<file path="config.mk">
export PLATFORM = sky130hd
export DESIGN_NAME = uart_rx_err
export DESIGN_NICKNAME = d
export VERILOG_FILES = /design/src/rtl/uart_rx_pkg.sv /design/src/rtl/uart_rx_bitcnt.sv /design/src/rtl/uart_rx_fsm.sv /design/src/rtl/uart_rx_result.sv /design/src/rtl/uart_rx_err.sv
export SDC_FILE = /design/constraint.sdc
export NUM_CORES = 1
export LEC_CHECK = 0
export ABC_CLOCK_PERIOD_IN_PS = 2370
export BUFFER_PORTS_ARGS = -buffer_cell sky130_fd_sc_hd__buf_2
export CAP_MARGIN = 20
export CORE_ASPECT_RATIO = 0.6
export CORE_MARGIN = 1.5
export CORE_UTILIZATION = 56
export DETAILED_ROUTE_END_ITERATION = 12
export GPL_ROUTABILITY_DRIVEN = 0
export PLACE_DENSITY = 0.78
export SYNTH_ARGS = -nofsm -noshare
export SYNTH_HDL_FRONTEND = slang
export SYNTH_SLANG_ARGS = --single-unit
</file>
<file path="constraint.sdc">
create_clock -name clk -period 2.37 [get_ports clk]
set_input_delay 0.5925 -clock clk [delete_from_list [all_inputs] [get_ports clk]]
set_output_delay 0.5925 -clock clk [all_outputs]
set_load 0.01 [all_outputs]
</file>
<file path="src/rtl/uart_rx_pkg.sv">
package uart_rx_pkg;

  typedef enum logic [2:0] {
    ST_IDLE,
    ST_START,
    ST_DATA,
    ST_PAR,
    ST_STOP
  } rx_state_t;

  // Parity mismatch: data_xor is the XOR of all data bits.
  // even mode: data+parity must have even ones; odd mode: odd ones.
  function automatic logic parity_bad(input logic data_xor,
                                      input logic par_bit,
                                      input logic odd_mode);
    return (data_xor ^ par_bit) != odd_mode;
  endfunction

endpackage

</file>
<file path="src/rtl/uart_rx_bitcnt.sv">
module uart_rx_bitcnt #(
  parameter int OVS = 32
) (
  input  logic clk,
  input  logic rst_n,
  input  logic tick,
  input  logic clr,
  output logic half_hit,
  output logic full_hit
);
  localparam int CW   = $clog2(OVS);
  localparam int HALF = OVS / 2;

  logic [CW-1:0] cnt;

  always_ff @(posedge clk or negedge rst_n) begin
    if (!rst_n)    cnt <= '0;
    else if (clr)  cnt <= '0;
    else if (tick) cnt <= cnt + 1'b1;
  end

  assign half_hit = tick && (cnt == CW'(HALF - 1));
  assign full_hit = tick && (cnt == CW'(OVS - 1));
endmodule

</file>
<file path="src/rtl/uart_rx_fsm.sv">
module uart_rx_fsm
  import uart_rx_pkg::*;
#(
  parameter int DATA_W = 8
) (
  input  logic              clk,
  input  logic              rst_n,
  input  logic              tick,
  input  logic              line,
  input  logic              rx_en,
  input  logic              half_hit,
  input  logic              full_hit,
  output logic              cnt_clr,
  output logic              frame_end,
  output logic              busy,
  output logic [DATA_W-1:0] shift_q,
  output logic              par_q
);
  localparam int IW = (DATA_W > 1) ? $clog2(DATA_W) : 1;

  rx_state_t     state;
  logic [IW-1:0] bit_idx;

  always_ff @(posedge clk or negedge rst_n) begin
    if (!rst_n) begin
      state   <= ST_IDLE;
      bit_idx <= '0;
      shift_q <= '0;
      par_q   <= 1'b0;
    end else if (!rx_en) begin
      state <= ST_IDLE;
    end else begin
      case (state)
        ST_IDLE:  if (tick && !line) state <= ST_START;
        ST_START: if (half_hit) begin
          state   <= line ? ST_IDLE : ST_DATA;
          bit_idx <= '0;
        end
        ST_DATA:  if (full_hit) begin
          shift_q <= {line, shift_q[DATA_W-1:1]};
          if (bit_idx == IW'(DATA_W - 1)) state <= ST_PAR;
          else bit_idx <= bit_idx + 1'b1;
        end
        ST_PAR:   if (full_hit) begin
          par_q <= line;
          state <= ST_STOP;
        end
        ST_STOP:  if (full_hit) state <= ST_IDLE;
        default:  state <= ST_IDLE;
      endcase
    end
  end

  assign cnt_clr   = !rx_en || (state == ST_IDLE) ||
                     ((state == ST_START) && half_hit) || full_hit;
  assign frame_end = rx_en && (state == ST_STOP) && full_hit;
  assign busy      = (state != ST_IDLE);
endmodule

</file>
<file path="src/rtl/uart_rx_result.sv">
module uart_rx_result
  import uart_rx_pkg::*;
#(
  parameter int DATA_W = 8
) (
  input  logic              clk,
  input  logic              rst_n,
  input  logic              frame_end,
  input  logic [DATA_W-1:0] shift_q,
  input  logic              par_q,
  input  logic              stop_bit,
  input  logic              odd_parity,
  input  logic              err_irq_mask,
  input  logic              buf_rd,
  input  logic              stat_rd,
  output logic [DATA_W-1:0] rx_data,
  output logic              buf_full,
  output logic              err_parity,
  output logic              err_frame,
  output logic              err_overrun,
  output logic              done_pulse,
  output logic              err_pulse
);
  logic new_pe, new_fe, new_oe, any_err;

  assign new_pe  = parity_bad(^shift_q, par_q, odd_parity);
  assign new_fe  = !stop_bit;
  assign new_oe  = buf_full && !buf_rd;
  assign any_err = new_pe || new_fe || new_oe;

  always_ff @(posedge clk or negedge rst_n) begin
    if (!rst_n) begin
      rx_data     <= '0;
      buf_full    <= 1'b0;
      err_parity  <= 1'b0;
      err_frame   <= 1'b0;
      err_overrun <= 1'b0;
      done_pulse  <= 1'b0;
      err_pulse   <= 1'b0;
    end else begin
      done_pulse <= frame_end && (!any_err || !err_irq_mask);
      err_pulse  <= frame_end && any_err;
      if (frame_end) begin
        rx_data     <= shift_q;
        buf_full    <= 1'b1;
        err_parity  <= (err_parity  && !stat_rd) || new_pe;
        err_frame   <= (err_frame   && !stat_rd) || new_fe;
        err_overrun <= (err_overrun && !stat_rd) || new_oe;
      end else begin
        if (buf_rd) buf_full <= 1'b0;
        if (stat_rd) begin
          err_parity  <= 1'b0;
          err_frame   <= 1'b0;
          err_overrun <= 1'b0;
        end
      end
    end
  end
endmodule

</file>
<file path="src/rtl/uart_rx_err.sv">
module uart_rx_err #(
  parameter int DATA_W = 8,
  parameter int OVS    = 32
) (
  input  logic              clk,
  input  logic              rst_n,
  input  logic              baud_tick,
  input  logic              rx_line,
  input  logic              rx_en,
  input  logic              odd_parity,
  input  logic              err_irq_mask,
  input  logic              buf_rd,
  input  logic              stat_rd,
  output logic [DATA_W-1:0] rx_data,
  output logic              buf_full,
  output logic              err_parity,
  output logic              err_frame,
  output logic              err_overrun,
  output logic              done_pulse,
  output logic              err_pulse
);
  logic              half_hit, full_hit, cnt_clr;
  logic              frame_end, rx_busy;
  logic [DATA_W-1:0] shift_q;
  logic              par_q;

  uart_rx_bitcnt #(.OVS(OVS)) u_cnt (
    .clk(clk), .rst_n(rst_n), .tick(baud_tick), .clr(cnt_clr),
    .half_hit(half_hit), .full_hit(full_hit)
  );

  uart_rx_fsm #(.DATA_W(DATA_W)) u_fsm (
    .clk(clk), .rst_n(rst_n), .tick(baud_tick), .line(rx_line),
    .rx_en(rx_en), .half_hit(half_hit), .full_hit(full_hit),
    .cnt_clr(cnt_clr), .frame_end(frame_end), .busy(rx_busy),
    .shift_q(shift_q), .par_q(par_q)
  );

  uart_rx_result #(.DATA_W(DATA_W)) u_res (
    .clk(clk), .rst_n(rst_n), .frame_end(frame_end), .shift_q(shift_q),
    .par_q(par_q), .stop_bit(rx_line), .odd_parity(odd_parity),
    .err_irq_mask(err_irq_mask), .buf_rd(buf_rd), .stat_rd(stat_rd),
    .rx_data(rx_data), .buf_full(buf_full), .err_parity(err_parity),
    .err_frame(err_frame), .err_overrun(err_overrun),
    .done_pulse(done_pulse), .err_pulse(err_pulse)
  );
endmodule

</file>
==> metrics.cfg <==
[logic_synthesis]
synth_top_cell_by_area = dfrtp_1
netlist-cell-type-count = 40
synthesis.area_um2 = 1648
synth_ff_type = dfrtp_1
synthArstFlopShare_pct = 100.0
yosys_warnings = 0
synth_edf_count = 0
ys_ff_latch = 34
syn_inst = 140
synth_area_per_cell_um2 = 11.77
synth_top_area_share_pct = 51.63
ys_seq_area_share_pct = 51.63
synth.top_cells.by_area = dfrtp_1 (52%), mux2_2 (12%), ha_1 (3.8%), xnor2_1 (3.2%), a21oi_1 (1.8%)
synth_nets = 154

[setup_path]
arrival_ns = 2.32
rr_worst_depth = 7
cpMostUsedCell = ha_1
start_kind = flop
crit-reg2reg-capture = u_res.rx_data[4]
cp_max_fo = 14
cpMaxStageDelayCell = dfrtp_1
cpPeakStageDelay_ns = 0.42
cp_data_required_time_ns = 2.54
crit_start = u_cnt.cnt[0]
path_cells = ha_1 -> and3_1 -> ha_1 -> and2_2 -> nand4_2 -> buf_4 -> mux2_2
worstSetupPathType = reg -> reg
reg2reg_from = u_cnt.cnt[0]
r2r_slack_ns = 0.21
critical_path.endpoint = u_res.rx_data[4]
cp-end-kind = flop

[floorplanning]
ios = 23
die_area_um2 = 3288
rows = 15
start_util_pct = 58.15
core_um2 = 2834
chipWidth_um = 73.03
die_y_um = 45.02

[final_layout]
antenna_cells = 0
area_growth_pct = 14.88
layout-drive-gt1-share_pct = 30.72
multi_input_area_um2 = 754.5
fin_area_um2 = 1893
nets = 179
seqCellArea_um2 = 850.8
final_cells = 208
num-fill-cells = 216

[route]
routedWlPerCell_um = 14.56
drc_errors = 0
firstDrtPassIters = 4
viasPerCell = 5.538
detail-route-antenna-nets = 0
num_vias = 1152
drt_iter0_markers = 51
wl_um = 3028

[global_routing]
antenna_found_initial = 0
grt_util_all_layers_pct = 20.62
grt_pass1_wl_um = 4905
grt_pass1_vias = 1029
grt_max_degree = 35
grt_remaining_overflow = 0

[timing]
maxSlewViolCount = 0
max_slew_margin_pct = 51.55
worst_pin_slew_ns = 0.7267
fmax_mhz = 464.0
rsz0062_at_grt = no
finalHoldViolations = 0
period_minus_slack_ns = 2.155
finClkSkew_ns = 0.004230
fin_crit_sh_pct = 90.93
setup_viol = 0
setup_tns_ns = 0

[clock_network]
h-tree-depth = 2
cts_sinks = 34
clk_latency_ns = 0.28
cts-root-buf = clkbuf_8
cts_tree = built
cts_setup_buffers = 0
cts.clk_slew.worst_paths_ns = 0.07
cts_buffers = 5
clock_path_buffers = 2

[power]
vdd_ir_drop_max_v = 0.0003868
powerDensity_nw_per_um2 = 565.8
leakagePower_uw = 0.0009824

[placement]
place_area_um2 = 1800
hpwlAfterDp_um = 2128
place_inst = 200
port_buffers = 22

[status]
status = finished, final reports clean

[min_path]
hold_class = in -> async

[job]
timing.max_cap.violations = 0

power breakdown:
group / switching [µW] / leakage [µW] / total (µW) / internal [µW]
Sequential: 6.37 / 0.000475 / 589 / 582
Clock: 199 / 0.0000482 / 433 / 234
Combinational: 32.3 / 0.000460 / 49.7 / 17.5
kinds of logic (layout without fill, tap and decap cells):
group / count (synthesis) / in the layout / synth area share, %
and+or+nand+nor: 38 / 38 / 13.29
adders and majority gates: 5 / 5 / 3.797
AOI/OAI and AO/OA: 25 / 25 / 10.63
xor gates and xnor gates: 8 / 8 / 5.087
muxes: 19 / 19 / 12.91
buffers and inverters: 11 / 37 / 2.657
DFF: 34 / 34 / 51.63
synthesized netlist by cell type, drive strengths merged (2+ instances only):
cell and n:
xnor2 6, nand3b 3, a22o 2, ha 5
and2 2, nor3 2, o22ai 4, mux2 18
or3 2, nand4 2, a211o 2, nand2b 3
nor3b 2, a21oi 6, buf 2, nand2 5
inv 5, dfrtp 34, a31oi 2, a21boi 2
nand3 4, clkbuf 4, nor2 8
registers in the layout, summed over array words and instances, names as in the netlist:
name	count
u_cnt.cnt	5
u_fsm.bit_idx	3
u_fsm.par_q	1
u_fsm.shift_q	8
u_fsm.state	3
u_res.buf_full	1
u_res.done_pulse	1
u_res.err_frame	1
u_res.err_overrun	1
u_res.err_parity	1
u_res.err_pulse	1
u_res.rx_data	8
worst max-delay path: cells and delay by family, from the launching register on:
| family | cells | cell delay (ns) |
|---|---|---|
| flip-flops | 1 | 0.42 |
| AND/OR/NAND/NOR | 3 | 0.55 |
| adder cells (fa/ha/maj) | 2 | 0.50 |
| multiplexers | 1 | 0.35 |
| buffers and inverters | 1 | 0.22 |
routing by layer:
layer | wire [µm] | global-route usage, % | vias up
met1 | 1525 | 28.82 | 560
li1 | - | - | 554
met3 | 160 | 6.696 | 6
met5 | 0 | 0 | -
met2 | 1312 | 30.18 | 32
met4 | 31 | 7.925 | 0
stage by stage:
step                setup slack [ns]  hold slack [ns]  power [µW]  utilization, %
global route                 0.05077           0.4266        1112           66.80
finish                        0.2149           0.3619        1071           66.80
floorplan                     0.2634           0.2969       623.1               -
global placement              0.2474           0.4835       646.3           63.53
detailed placement            0.1210           0.4869       649.2           63.53
CTS                           0.1103           0.3927        1077           66.76
repair_timing:
item,4_1_cts,5_1_grt
setup endpoints to repair,0,4
gates resized for setup,0,2
hold buffers,0,0
area by class of cell:
cell class	instances	share of cell area, %
multi-input combinational	95	39.85
sequential	34	44.94
timing repair buffer	24	6.609
inverter	5	0.9914
clock buffer	7	4.560
clock inverter	1	0.2644
tap	42	2.776
layout by cell type (no fill, tap or decap), drive strengths merged, types with 3 or more instances in the layout:
master,n
nand3b,3
ha,5
nand2b,3
o22ai,4
nand3,4
dfrtp,34
xnor2,6
mux2,18
a21oi,6
nand2,5
buf,24
inv,5
nor2,8
clkbuf,7
how the worst min path moves through the flow:
stage / startpoint / to / slack [ns] / cells past startpoint
final: rst_n / u_res.err_overrun / 0.36 / 1
after global routing: rst_n / u_res.err_frame / 0.43 / 1
after CTS: rst_n / u_res.err_overrun / 0.39 / 1
after detailed placement: u_res.rx_data[5] / u_res.rx_data[5] / 0.49 / 1
after global placement: u_res.rx_data[5] / u_res.rx_data[5] / 0.48 / 1
after floorplan: rst_n / u_cnt.cnt[0] / 0.30 / 0
Power figures use the tool's default switching activity.
